$ cat config.mk
export PLATFORM = sky130hd
export DESIGN_NAME = priv_status_unit
export DESIGN_NICKNAME = d
export VERILOG_FILES = /design/src/rtl/priv_pkg.sv /design/src/rtl/priv_check.sv /design/src/rtl/priv_stack.sv /design/src/rtl/priv_status_unit.sv
export SDC_FILE = /design/constraint.sdc
export NUM_CORES = 1
export LEC_CHECK = 0
export ABC_CLOCK_PERIOD_IN_PS = 1590
export BUFFER_PORTS_ARGS = -buffer_cell sky130_fd_sc_hd__buf_2
export CAP_MARGIN = 0
export CELL_PAD_IN_SITES_DETAIL_PLACEMENT = 0
export CELL_PAD_IN_SITES_GLOBAL_PLACEMENT = 1
export CORE_MARGIN = 3
export CORE_UTILIZATION = 22
export CTS_BUF_LIST = sky130_fd_sc_hd__clkbuf_2
export DETAILED_ROUTE_END_ITERATION = 8
export HOLD_SLACK_MARGIN = 0.1
export PLACE_DENSITY_LB_ADDON = 0.1
export RECOVER_POWER = 25
export SYNTH_ARGS = -nofsm -noshare
export SYNTH_HDL_FRONTEND = slang
export SYNTH_SLANG_ARGS = --single-unit
$ cat constraint.sdc
create_clock -name clk -period 1.59 [get_ports clk]
set_input_delay 0.0795 -clock clk [delete_from_list [all_inputs] [get_ports clk]]
set_output_delay 0.0795 -clock clk [all_outputs]
set_load 0.02 [all_outputs]
$ cat src/rtl/priv_pkg.sv
package priv_pkg;

    localparam int unsigned STAT_W   = 6;
    localparam int unsigned CAUSE_W  = 5;
    localparam int unsigned CPNUM_W  = 2;
    localparam logic [CAUSE_W-1:0] CAUSE_CPU  = 5'd11;
    localparam logic [CPNUM_W-1:0] CPNUM_SYS  = 2'd0;

    typedef struct packed {
        logic ku;   // 1 = user
        logic ie;
    } pair_t;

    typedef struct packed {
        pair_t old_p;
        pair_t prv_p;
        pair_t cur_p;
    } stack_t;

    localparam pair_t PAIR_KERNEL_OFF = '{ku: 1'b0, ie: 1'b0};

endpackage

$ cat src/rtl/priv_check.sv
module priv_check
    import priv_pkg::*;
(
    input  logic               clk,
    input  logic               rst_n,
    input  logic               mfc0_i,
    input  logic               mtc0_i,
    input  logic               rfe_i,
    input  logic               exc_i,
    input  logic               user_q_i,
    output logic               wr_ok_o,
    output logic               rfe_ok_o,
    output logic               trap_o,
    output logic [CAUSE_W-1:0] cause_o,
    output logic [CPNUM_W-1:0] cpnum_o,
    output logic               kill_o
);

    typedef struct packed {
        logic               trap;
        logic [CAUSE_W-1:0] cause;
    } chk_t;

    chk_t chk_d, chk_q;
    logic access, denied;

    always_comb begin
        access   = mfc0_i | mtc0_i | rfe_i;
        denied   = access & user_q_i & ~exc_i;
        wr_ok_o  = mtc0_i & ~user_q_i & ~exc_i;
        rfe_ok_o = rfe_i  & ~user_q_i & ~exc_i;
        kill_o   = mfc0_i & user_q_i;
        chk_d.trap  = denied;
        chk_d.cause = denied ? CAUSE_CPU : '0;
    end

    always_ff @(posedge clk or negedge rst_n) begin
        if (!rst_n) chk_q <= '0;
        else        chk_q <= chk_d;
    end

    assign trap_o  = chk_q.trap;
    assign cause_o = chk_q.cause;
    assign cpnum_o = CPNUM_SYS;

    a_r6_trap_source: assert property (@(posedge clk) disable iff (!rst_n)
        (mfc0_i || mtc0_i || rfe_i) && user_q_i && !exc_i |=> trap_o && cause_o == CAUSE_CPU);
    a_r6_cause_idle: assert property (@(posedge clk) disable iff (!rst_n)
        !trap_o |-> cause_o == '0);
    a_r7_kill_only_read: assert property (@(posedge clk) disable iff (!rst_n)
        kill_o |-> mfc0_i && user_q_i);
    a_r5_no_trap_on_exc: assert property (@(posedge clk) disable iff (!rst_n)
        exc_i |=> !trap_o);

endmodule

$ cat src/rtl/priv_stack.sv
module priv_stack
    import priv_pkg::*;
(
    input  logic              clk,
    input  logic              rst_n,
    input  logic              exc_i,
    input  logic              rfe_ok_i,
    input  logic              wr_ok_i,
    input  logic [STAT_W-1:0] wdata_i,
    output stack_t            stack_o
);

    stack_t stk_d, stk_q;

    always_comb begin
        stk_d = stk_q;
        if (exc_i) begin
            stk_d.old_p = stk_q.prv_p;
            stk_d.prv_p = stk_q.cur_p;
            stk_d.cur_p = PAIR_KERNEL_OFF;
        end else if (rfe_ok_i) begin
            stk_d.cur_p = stk_q.prv_p;
            stk_d.prv_p = stk_q.old_p;
        end else if (wr_ok_i) begin
            stk_d = stack_t'(wdata_i);
        end
    end

    always_ff @(posedge clk or negedge rst_n) begin
        if (!rst_n) stk_q <= '0;
        else        stk_q <= stk_d;
    end

    assign stack_o = stk_q;

    a_r3_exc_push: assert property (@(posedge clk) disable iff (!rst_n)
        exc_i |=> stack_o.cur_p == PAIR_KERNEL_OFF
                  && stack_o.prv_p == $past(stack_o.cur_p)
                  && stack_o.old_p == $past(stack_o.prv_p));
    a_r4_rfe_pop: assert property (@(posedge clk) disable iff (!rst_n)
        rfe_ok_i && !exc_i |=> stack_o.cur_p == $past(stack_o.prv_p)
                  && stack_o.prv_p == $past(stack_o.old_p)
                  && stack_o.old_p == $past(stack_o.old_p));
    a_r6_hold_when_idle: assert property (@(posedge clk) disable iff (!rst_n)
        !exc_i && !rfe_ok_i && !wr_ok_i |=> $stable(stack_o));

endmodule

$ cat src/rtl/priv_status_unit.sv
module priv_status_unit
    import priv_pkg::*;
#(
    parameter int unsigned DATA_W = 32
) (
    input  logic               clk,
    input  logic               rst_n,
    input  logic               mfc0_i,
    input  logic               mtc0_i,
    input  logic               rfe_i,
    input  logic               exc_i,
    input  logic [DATA_W-1:0]  wdata_i,
    output logic [DATA_W-1:0]  status_o,
    output logic               user_mode_o,
    output logic               int_en_o,
    output logic               trap_o,
    output logic [CAUSE_W-1:0] trap_cause_o,
    output logic [CPNUM_W-1:0] trap_cpnum_o,
    output logic               wb_kill_o
);

    localparam int unsigned PAD_W = DATA_W - STAT_W;

    stack_t stack;
    logic   wr_ok, rfe_ok;

    priv_check u_check (
        .clk      (clk),
        .rst_n    (rst_n),
        .mfc0_i   (mfc0_i),
        .mtc0_i   (mtc0_i),
        .rfe_i    (rfe_i),
        .exc_i    (exc_i),
        .user_q_i (stack.cur_p.ku),
        .wr_ok_o  (wr_ok),
        .rfe_ok_o (rfe_ok),
        .trap_o   (trap_o),
        .cause_o  (trap_cause_o),
        .cpnum_o  (trap_cpnum_o),
        .kill_o   (wb_kill_o)
    );

    priv_stack u_stack (
        .clk      (clk),
        .rst_n    (rst_n),
        .exc_i    (exc_i),
        .rfe_ok_i (rfe_ok),
        .wr_ok_i  (wr_ok),
        .wdata_i  (wdata_i[STAT_W-1:0]),
        .stack_o  (stack)
    );

    generate
        if (PAD_W > 0) begin : g_pad
            assign status_o = {{PAD_W{1'b0}}, stack};
        end else begin : g_nopad
            assign status_o = stack;
        end
    endgenerate

    assign user_mode_o = stack.cur_p.ku;
    assign int_en_o    = stack.cur_p.ie;

    a_r8_switch_no_trap: assert property (@(posedge clk) disable iff (!rst_n)
        mtc0_i && !user_mode_o && !exc_i |=> !trap_o);
    a_r6_user_no_change: assert property (@(posedge clk) disable iff (!rst_n)
        user_mode_o && !exc_i && !mtc0_i |=> $stable(status_o));
    a_r9_mirror: assert property (@(posedge clk) disable iff (!rst_n)
        user_mode_o == status_o[1] && int_en_o == status_o[0]);

endmodule

==> results_dict.tcl <==
set metrics [dict create \
    finalSetupViolCount 0 \
    firstDrtPassIters 3 \
    finalSetupTns_ns 0 \
    syn_inst 75 \
    cp_slowest_cell "dfrtp_1" \
    layout_common_cells "conb_1, buf_2, dfrtp_1" \
    ys_seq_area_frac 0.266 \
    initialDrtViolationCount 6 \
    numCtsBuffers 3 \
    crit_start "u_stack.stack_o[1]" \
    hold_violations 0 \
    clkLatencyLatePin_ns 0.23 \
    dp.final_hpwl_um 1030 \
    worst-r2r-setup-slack_ns 0.34 \
    core.rowCount 19 \
    clockBufferDepth 2 \
    antenna_found_initial 0 \
    multi_input_area_sq_um 314 \
    status "complete, no violations" \
    nNetsFinal 136 \
    vias_per_cell 3.62 \
    dr_total_vias 463 \
    crit_path_max_fanout 11 \
    syn_area_per_cell_sq_um 8.78 \
    grt_pass1_wl_um 1990 \
    crit_chain "nor3b_2 > mux2i_1 > o21ai_1" \
    drc_errors 0 \
    dieHeight_um 60.7 \
    gp_congestion 0.650 \
    antenna_cells 0 \
    io_buffers 24 \
    hold_path_depth 3 \
    drive_above_1_share 0.309 \
    die_x_um 60.7 \
    rsz0062_at_grt "false" \
    wl_per_cell_um 10.5 \
    hp-start "wdata_i[4]" \
    hold_path_class "in -> reg" \
    r2r-start "u_stack.stack_o[1]" \
    fillers 320 \
    slew_violations 0 \
    dp.cells 122 \
    finalCritPeriodShare 0.784 \
    grt_overflow 0 \
    power_leakage_uw 0.000384 \
    peakVddDrop_v 0.000257 \
    crit_arrival_ns 1.36 \
    critPathKind "reg -> reg" \
    area_delta_synth_final_pct 4.37 \
    final_antenna_net_count 0 \
    max_cap_viol_count 0 \
    r2r_cells 3 \
    cts_tree "yes" \
    cp_num_buf_inv 0 \
    netlist_area_sq_um 658 \
    clock_skew_ns 0.00609 \
    cp.required_ns 1.71 \
    final_cells 128 \
    grt_max_degree 13 \
    endpoint_kind "flop" \
    die-area_sq_um 3680 \
    cts-root-buf "clkbuf_2" \
    max_freq_ghz 0.802 \
    grt_pass1_vias 389 \
    cts_num_sinks 7 \
    htreeDepth 1 \
    cp_top_family "flip-flops" \
    final_common_cell "conb_1" \
    seq_area_sq_um 175 \
    critPathLaunchType "flop" \
    period_needed_ns 1.25 \
    clkTransAtPathRegs_ns 0.09 \
    holdPathEnd "u_stack.stack_o[4]" \
    num_io_pins 81 \
    start_util 0.235 \
    powerDensity_nw_per_um2 872 \
    max_stage_delay_ns 0.51 \
    synth-seq-cells 7 \
    wl_um 1340 \
    track_usage 0.0758 \
    yosys_warnings 0 \
    core_sq_um 2810 \
    cts_setup_buffers 0 \
    r2r_end "u_stack.stack_o[5]" \
    synth_cell_types 23 \
]
[Yosys cell counts]
master	count	area share
a21oi_1	5	0.038
and2_1	1	0.0095
and3b_2	1	0.015
buf_4	35	0.40
buf_6	1	0.017
clkbuf_1	1	0.0057
conb_1	1	0.0057
dfrtp_1	7	0.27
mux2i_1	2	0.030
nand2_1	3	0.017
nand3b_1	1	0.011
nor2_1	2	0.011
nor3_1	2	0.015
nor3b_1	1	0.011
nor3b_2	1	0.019
o21ai_0	1	0.0076
o21ai_1	2	0.015
o21ba_2	1	0.015
o311ai_0	1	0.013
o31ai_1	1	0.011
or2b_1	2	0.023
or3b_1	2	0.027
or4b_1	1	0.015
[power by group]
part	switching [uW]	total (uW)	internal (uW)
Clock	72.0	139	66.9
Combinational	161	229	68.6
Sequential	29.0	231	202
[layout make-up]
| class | count | area share |
|---|---|---|
| clock buffers | 4 | 0.0291 |
| multi-input cells | 60 | 0.457 |
| well taps | 31 | 0.0565 |
| flip-flops and latches | 7 | 0.255 |
| repair buffers | 26 | 0.202 |
[worst max path at each step]
stage,endpoint,slack [ns],cells past startpoint
global route,u_stack.stack_o[5],0.23,3
global placement,u_stack.stack_o[5],0.35,3
floorplan,u_stack.stack_o[4],0.41,3
CTS,u_stack.stack_o[5],0.33,3
detailed placement,u_stack.stack_o[5],0.35,3
finish,u_stack.stack_o[5],0.34,3
[routing by layer]
| layer | part of all wire | global-route usage | vias up |
|---|---|---|---|
| met5 | 0 | 0 | - |
| met4 | 0 | 0.0186 | 0 |
| met3 | 0.11 | 0.0404 | 0 |
| met2 | 0.40 | 0.101 | 33 |
| met1 | 0.48 | 0.107 | 203 |
| li1 | - | - | 227 |
[sequential cells by signal (all words and copies together) (netlist names)]
signal,cells
u_check.cause_o,1
u_stack.stack_o,6
[kinds of logic (layout without fill, tap and decap cells)]
family,Yosys count,in the layout,share of synthesized area
other,1,30,0.00570
AND/OR/NAND/NOR,17,17,0.175
flip-flops,7,7,0.266
multiplexers,2,2,0.0304
buffers and inverters,37,30,0.422
AO/OA/AOI/OAI,11,11,0.101
[tightest hold or removal path: stages]
cell and delay (ns):
buf_2 0.07, mux2i_1 0.06, o21ai_1 0.11
[repair_timing]
| item | CTS | global route |
|---|---|---|
| resized for setup | 0 | 0 |
| endpoints found under the hold margin | 8 | 0 |
| hold buffers | 2 | 0 |
[metrics by stage]
stage                     hold WS [ns]  power, uW  utilization  worst slack, ns  instance area, sq um
after detailed placement       -0.0666        461        0.231            0.352                   648
after global placement         -0.0688        460        0.231            0.352                   648
after floorplan                 -0.216        462            -            0.406                   767
after global routing             0.142        649        0.245            0.226                   687
after CTS                        0.111        611        0.245            0.326                   688
final                            0.126        599        0.245            0.343                   687
Note: power is estimated with default switching activity, not from simulation.
